### src/rtl/srs_pkg.sv
package srs_pkg;
  typedef enum logic [2:0] {
    OP_SWAP = 3'b000,
    OP_SLL  = 3'b001,
    OP_RLC  = 3'b010,
    OP_SLLC = 3'b011,
    OP_SLR  = 3'b100,
    OP_SAR  = 3'b101,
    OP_RRC  = 3'b110,
    OP_SARC = 3'b111
  } srs_op_e;

  typedef struct packed {
    logic s;
    logic z;
    logic c;
    logic o;
  } srs_flags_t;
endpackage

### src/rtl/srs_left.sv
module srs_left #(
  parameter int W = 16
) (
  input  logic [W-1:0] a_i,
  input  logic         two_i,
  input  logic         rot_i,
  input  logic         c_i,
  input  logic         o_i,
  output logic [W-1:0] res_o
);
  logic [1:0] fill2;
  logic       fill1;

  always_comb begin
    fill1 = rot_i & c_i;
    fill2 = rot_i ? {o_i, c_i} : 2'b00;
    res_o = two_i ? {a_i[W-3:0], fill2} : {a_i[W-2:0], fill1};
  end
endmodule

### src/rtl/srs_right.sv
module srs_right #(
  parameter int W = 16
) (
  input  logic [W-1:0] a_i,
  input  logic         two_i,
  input  logic         rot_i,
  input  logic         arith_i,
  input  logic         c_i,
  input  logic         o_i,
  output logic [W-1:0] res_o
);
  logic       sgn;
  logic [1:0] fill2;
  logic       fill1;

  always_comb begin
    sgn   = arith_i & a_i[W-1];
    fill1 = rot_i ? c_i : sgn;
    fill2 = rot_i ? {c_i, o_i} : {sgn, sgn};
    res_o = two_i ? {fill2, a_i[W-1:2]} : {fill1, a_i[W-1:1]};
  end
endmodule

### src/rtl/srs_swap.sv
module srs_swap #(
  parameter int W = 16
) (
  input  logic [W-1:0] a_i,
  input  logic         two_i,
  output logic [W-1:0] res_o,
  output logic         sign_o
);
  localparam int HALF = W / 2;

  logic [HALF-1:0] lo, hi;

  always_comb begin
    lo     = a_i[HALF-1:0];
    hi     = a_i[W-1:HALF];
    res_o  = two_i ? {lo, lo} : {lo, hi};
    sign_o = res_o[HALF-1];
  end
endmodule

### src/rtl/srs_unit.sv
module srs_unit
  import srs_pkg::*;
#(
  parameter int W = 16
) (
  input  logic         clk_i,
  input  logic         rst_ni,
  input  logic [2:0]   op_i,
  input  logic         count_i,
  input  logic [W-1:0] operand_i,
  input  logic         c_i,
  input  logic         ov_i,
  output logic [W-1:0] result_o,
  output logic         s_o,
  output logic         z_o,
  output logic         c_o,
  output logic         ov_o,
  output logic         s_we_o,
  output logic         z_we_o,
  output logic         c_we_o,
  output logic         ov_we_o
);
  srs_op_e    op;
  logic [W-1:0] left_res, right_res, swap_res, res_d;
  logic       swap_sign;
  logic       carry_op, right_side;
  srs_flags_t flags_d, flags_q;
  logic       c_we_d, ov_we_d;

  assign op         = srs_op_e'(op_i);
  assign right_side = op_i[2];
  // codes 010, 011, 110, 111 share bit 1
  assign carry_op   = op_i[1];

  srs_left #(.W(W)) i_left (
    .a_i   (operand_i),
    .two_i (count_i),
    .rot_i (op == OP_RLC),
    .c_i   (c_i),
    .o_i   (ov_i),
    .res_o (left_res)
  );

  srs_right #(.W(W)) i_right (
    .a_i     (operand_i),
    .two_i   (count_i),
    .rot_i   (op == OP_RRC),
    .arith_i (op_i[0]),
    .c_i     (c_i),
    .o_i     (ov_i),
    .res_o   (right_res)
  );

  srs_swap #(.W(W)) i_swap (
    .a_i    (operand_i),
    .two_i  (count_i),
    .res_o  (swap_res),
    .sign_o (swap_sign)
  );

  always_comb begin
    if (op == OP_SWAP) begin
      res_d     = swap_res;
      flags_d.s = swap_sign;
    end else begin
      res_d     = right_side ? right_res : left_res;
      flags_d.s = res_d[W-1];
    end
    flags_d.z = (res_d == '0);
    flags_d.c = carry_op ? (right_side ? operand_i[0] : operand_i[W-1]) : c_i;
    flags_d.o = (carry_op & count_i) ?
                (right_side ? operand_i[1] : operand_i[W-2]) : ov_i;
    c_we_d    = carry_op;
    ov_we_d   = carry_op & count_i;
  end

  always_ff @(posedge clk_i or negedge rst_ni) begin
    if (!rst_ni) begin
      result_o <= '0;
      flags_q  <= '0;
      s_we_o   <= 1'b0;
      z_we_o   <= 1'b0;
      c_we_o   <= 1'b0;
      ov_we_o  <= 1'b0;
    end else begin
      result_o <= res_d;
      flags_q  <= flags_d;
      s_we_o   <= 1'b1;
      z_we_o   <= 1'b1;
      c_we_o   <= c_we_d;
      ov_we_o  <= ov_we_d;
    end
  end

  assign s_o  = flags_q.s;
  assign z_o  = flags_q.z;
  assign c_o  = flags_q.c;
  assign ov_o = flags_q.o;
endmodule

### config.mk
export PLATFORM = sky130hd
export DESIGN_NAME = srs_unit
export DESIGN_NICKNAME = d
export VERILOG_FILES = /design/src/rtl/srs_pkg.sv /design/src/rtl/srs_left.sv /design/src/rtl/srs_right.sv /design/src/rtl/srs_swap.sv /design/src/rtl/srs_unit.sv
export SDC_FILE = /design/constraint.sdc
export NUM_CORES = 1
export LEC_CHECK = 0
export BUFFER_PORTS_ARGS = -buffer_cell sky130_fd_sc_hd__buf_4
export CORE_MARGIN = 2
export CORE_UTILIZATION = 54
export CTS_BUF_LIST = sky130_fd_sc_hd__clkbuf_8 sky130_fd_sc_hd__clkbuf_16
export CTS_CLUSTER_DIAMETER = 30
export DETAILED_ROUTE_END_ITERATION = 6
export PLACE_DENSITY = 0.82
export SYNTH_ARGS = -nofsm -noshare
export SYNTH_HDL_FRONTEND = slang
export SYNTH_SLANG_ARGS = --single-unit
### constraint.sdc
create_clock -name clk_i -period 1 [get_ports clk_i]
set_input_delay 0.3 -clock clk_i [delete_from_list [all_inputs] [get_ports clk_i]]
set_output_delay 0.3 -clock clk_i [all_outputs]
set_load 0.02 [all_outputs]
==> impl_summary.md, run 1 <==
Clocking
In this run the post-CTS setup repair buffer count came out at 20. In this run the deepest clock path goes through 2 buffers. The number of hold buffers added after CTS was 1. CTS built an H-tree with a depth of 1. The root cell of the clock tree is clkbuf_8. The number of instances resized during post-cts repair is 100. The tree built by TritonCTS fans out to 23 sinks. The number of buffers created by CTS is 3.

Placed design
The count of port buffers added during placement is 47. The half-perimeter wire length of the detailed placement result is between 3000 and 4000 µm. The congestion estimate from routability-driven global placement came to about 0.95.

Once placement completed, the tool counted placed cells totaling between 200 and 300.

Logic synthesis
The number of nets in the synthesized netlist is approximately 170. Synthesis handed over a netlist of roughly 150 instances. The number of different library cells in the post-synthesis netlist is 45.

Dividing the synthesized area by the synthesized cell count gives between 9 and 10 µm². The cell area after synthesis is 1484 µm². Synthesis inferred 23 register bits. The number of warning messages in the yosys log is 0. The post-synthesis sequential area ratio is 38.79%.

Floorplan
The number of placement rows is 19. The initial utilization of the core area, before any placement, comes to 55.24%. From bottom edge to top edge, the die measures between 50 and 60 µm. The count of pins on the block boundary is between 40 and 50. The width of the die is between 50 and 60 µm.

Status
The tool reported: "[ERROR DPL-0038] Utilization greater than 100%, impossible to legalize". The run stopped with a tool error. The stage at which the flow ended is clock tree synthesis.
[Yosys cell counts]
cell type,n,area [µm²]
buf_6,2,22.52
a311oi_1,2,17.52
a21boi_0,1,7.510
o21ba_2,1,10.01
or2_2,2,12.51
or4b_1,1,10.01
a211oi_1,2,15.01
nor2b_1,3,18.77
buf_2,4,20.02
nand3_1,8,40.04
and3_1,3,18.77
mux2i_1,6,60.06
nor2_1,4,15.01
a32o_1,2,20.02
o21ai_0,2,10.01
inv_1,2,7.510
clkbuf_1,4,15.01
mux2_4,1,15.01
conb_1,1,3.750
mux4_2,2,45.04
o32a_1,1,10.01
buf_1,1,3.750
nor3_1,3,15.01
nor4_2,1,12.51
nor4b_1,3,26.28
a32oi_1,2,17.52
o41ai_1,1,8.760
a21oi_1,4,20.02
nand2_1,15,56.30
and3b_1,1,8.760
nand2b_1,12,75.07
a2111oi_2,1,15.01
o21a_1,1,7.510
and4b_1,1,10.01
or4_1,1,7.510
dfrtp_1,23,575.6
a211o_1,2,17.52
a221o_1,4,40.04
mux2_2,8,90.09
a21o_1,4,30.03
a221oi_1,1,8.760
and2_1,2,12.51
buf_4,2,15.01
o31ai_1,1,7.510
o2bb2ai_1,1,8.760
[cell families after synthesis]
| group | Yosys count | synth area share, % |
|---|---|---|
| buffers and inverters | 15 | 5.649 |
| DFF | 23 | 38.79 |
| and+or+nand+nor | 60 | 22.85 |
| other | 1 | 0.2527 |
| muxes | 17 | 14.17 |
| AOI/OAI and AO/OA | 33 | 18.30 |
[stage by stage]
stage                     worst slack [ps]  hold slack [ps]  TNS (ps)  util (%)  area [µm²]
after floorplan                      -1012            4.409     -5974         -        1570
after global placement               -1178            201.6     -8823     82.77        2223
after detailed placement             -1205            212.9     -9213     82.77        2223
==> run 2, diff against run 1 <==
CORE_UTILIZATION = 40   (was 54)
CTS_BUF_LIST = unset   (was sky130_fd_sc_hd__clkbuf_8 sky130_fd_sc_hd__clkbuf_16)
CTS_CLUSTER_DIAMETER = unset   (was 30)
PLACE_DENSITY = unset   (was 0.82)
PLACE_DENSITY_LB_ADDON = 0.15   (was unset)
==> run 2 against run 1 <==
Compared with the run above: the flow now finishes, with violations (negative setup slack); synthesized cell count stayed put; synthesized area stayed put.
==> impl_summary.md, run 2 <==
Status
The run finished, with violations left. The final reports fail on negative setup slack.

Power and ir drop
The peak supply drop is 0.4863 mV. The power after layout is around 3000 µW. The power density normalized to cell area is roughly 1000 nW/µm².

In this run the static leakage power is ~0.0014 µW.

Critical path
The capture point of the worst path is z_o. The slowest stage cell on the critical path is or4_4. The critical path goes through buf_12, mux2_2, a221o_1, a211o_1, or4_4, nor4_4. The kind of start point of the critical path is an input port. In this run the number of cells on the critical path is 6. The biggest cell delay along the critical path is 430 ps.

For the worst setup path, the data required time is between 1000 and 1500 ps. The worst setup path is captured at a flip-flop. The critical path class is in2reg. The cell type group with the largest total delay on the critical path is compound AO/OA/AOI/OAI gates. The data arrival time of the critical path is just over 2000 ps. The most critical setup path has its startpoint at count_i. Along the worst path, the maximum fanout reaches 5.

Together, buffers and inverters on the worst path number 1.

Logic synthesis
The average size of a mapped cell is about 10 µm². Yosys attributes the largest share of cell area to dfrtp_1, mux2_2, nand2b_1, mux2i_1, nand2_1. The cell area after synthesis is 1484 µm². During synthesis, Yosys emitted a total of 0 warnings. Sequential cells were found to cover between 30% and 40% of the synthesized design area.

Counting flops and latches in the post-synthesis netlist gives 23. The synthesized design devotes to its leading area cell type 38.79% of total area. The number of enable flip-flop cells after synthesis is 0.

Yosys instantiated no cell more often than dfrtp_1. Yosys mapped the design onto between 40 and 50 distinct sky130hd cell types. In the synthesized netlist the async set-or-reset flop fraction comes to 100.0%. The post-synth net total is between 150 and 200. Of all cell types, the one taking the most synthesized area is dfrtp_1. For this run, the leading register cell type out of synthesis is dfrtp_1. Sorting the synthesized cells by how often they occur yields dfrtp_1, nand2_1, nand2b_1, mux2_2, nand3_1.

Counting every instance in the synthesized netlist gives ~150.

Drt
After detailed routing, the number of vias per cell comes to around 5.7. The total via count in the routed design is approximately 1700. After detailed routing, the met3 layer carries 481 µm of wire. In the routed design, unresolved DRC markers number 0. The highest routing layer actually used is met4. Dividing the detail-routed wire length by the instance count gives between 15 and 20 µm. Once detail routing completed, the nets flagged for antenna violations numbered 0. The amount of wire on met2 after detailed routing is roughly 2800 µm. The first routing iteration left between 80 and 90 violations. The wire length on met1 is approximately 2200 µm.

The first TritonRoute pass finished after 4 iterations. The total routed wirelength is 5844 µm.

Floorplan
48 I/O pins were placed. The area of the die is 4213 µm². The floorplan has 22 rows.

From bottom edge to top edge, the die measures approximately 65 µm. The starting density of the core is between 40% and 50%. The total area inside the core boundary comes to approximately 3600 µm². The width of the die is between 60 and 70 µm.

Cells and area
The register with the most flip-flops in the layout has 16 of them. Counting flops per register, the top entry is result_o. The top cell types in the final layout, fill and taps aside, are buf_4, buf_6, dfrtp_1, nand2_1, nand2b_1. The count of antenna diodes in the layout is 0. The library cell used most frequently in the layout, excluding fill and tap cells, is buf_4. In the final layout, the share of cells above drive strength 1 is approximately 66%.

The fraction of the core area covered by cells at the end of the flow is 81.30%. The synthesis-to-layout area growth is 97.55%. The final net count is about 280. Leaving out filler cells and counting taps, the final layout contains ~300.

STA
Of the available clock period, the critical path in the final layout requires 187.8%. The total negative slack for setup checks is -5532 ps. The final max-slew violation count is 0. Setup violations remaining at the end of the flow were counted as 39.

The time the final worst path needs with I/O delays and setup is roughly 1900 ps. The final worst setup slack is -878.2 ps. The highest attainable clock frequency is 532.4 MHz. The count of final hold-check violations is 0. Setup repair after global routing could not meet its margin everywhere.

Global routing
The number of antenna violations at the first check in global routing is 0. The via count of the first global-routing pass is 1737. The pin count of the biggest net entering global routing is 24. The total global routing overflow is 0. The first global-routing pass estimated around 8700 µm of wire. Global routing used a little over a quarter of the available tracks.

Placed design
The half-perimeter wire length of the detailed placement result is roughly 3800 µm. The count of port buffers added during placement is 47. The congestion estimate from routability-driven global placement came to roughly 0.93. At the placement stage, the worst setup path has a slack of -1214 ps. Including well taps, the total number of placed cells is roughly 280.

Flow run
Max-cap violations in this run came to 0.

Clocking
The tree built by TritonCTS fans out to 23 sinks. After clock tree synthesis, the clock-pin slew on the worst setup and hold paths is about 90 ps. Buffers inserted during clock tree synthesis total 3. The number of buffers on the longest clock path is 2. The root cell of the clock tree is clkbuf_8.

In this run the number of H-tree levels came out at 1. The clock tree from TritonCTS is yes.

Hold path
The class of the worst hold path is in2reg.
==> run 2: cell counts after synthesis <==
Identical to the previous run, type by type.
==> run 2: stage by stage <==
stage | instance area [µm²] | hold slack [ps]
3_5_place_dp | 2222 | 220.4
3_3_place_gp | 2222 | 212.8
6_report | 2932 | 277.4
4_1_cts | 2758 | 298.2
5_1_grt | 2932 | 277.0
2_1_floorplan | 1570 | 4.409
==> run 2: metal layers <==
layer | GRT usage [%] | vias up
met2 | 46.65 | 102
met5 | 0 | -
li1 | - | 761
met3 | 3.646 | 27
met1 | 33.92 | 816
met4 | 13.83 | 0
==> run 2: report_power, final <==
| part | switching [µW] | leakage, µW | total, µW | internal [µW] |
|---|---|---|---|---|
| Clock | 322 | 0.0000228 | 608 | 285 |
| Sequential | 44.4 | 0.000274 | 1060 | 1020 |
| Combinational | 598 | 0.00106 | 1340 | 738 |
| Total | 964 | 0.00136 | 3000 | 2040 |
==> run 2: area by class of cell <==
type	count	area, µm²
timing repair buffer	113	1130
multi-input combinational	111	1110
fill	200	674.4
sequential	23	575.6
tap	48	60.06
clock buffer	4	45.04
inverter	2	11.26
==> run 2: worst min path at each step <==
stage | depth (start not counted) | slack, ps | to | start
2_1_floorplan | 0 | 4 | c_o | rst_ni
3_3_place_gp | 1 | 210 | z_we_o | rst_ni
3_5_place_dp | 1 | 220 | ov_o | rst_ni
4_1_cts | 3 | 300 | c_o | c_i
5_1_grt | 2 | 280 | c_we_o | op_i[1]
6_report | 2 | 280 | c_we_o | op_i[1]
==> run 2: what timing repair did <==
| action | in CTS | in global routing |
|---|---|---|
| hold endpoints to repair | 23 | 0 |
| pin swaps | 3 | 8 |
| gates resized for setup | 82 | 28 |
| endpoints found under the setup margin | 41 | 41 |
| hold buffers | 1 | 0 |
| cloned | 1 | 0 |
| setup buffers | 13 | 7 |
==> run 2: kinds of logic after synthesis <==
| family | share of synthesized area (%) |
|---|---|
| AO/OA/AOI/OAI | 18.30 |
| multiplexers | 14.17 |
| flip-flops | 38.79 |
| other | 0.2527 |
| AND/OR/NAND/NOR | 22.85 |
| buffers and inverters | 5.649 |
Note: power is estimated with default switching activity, not from simulation.
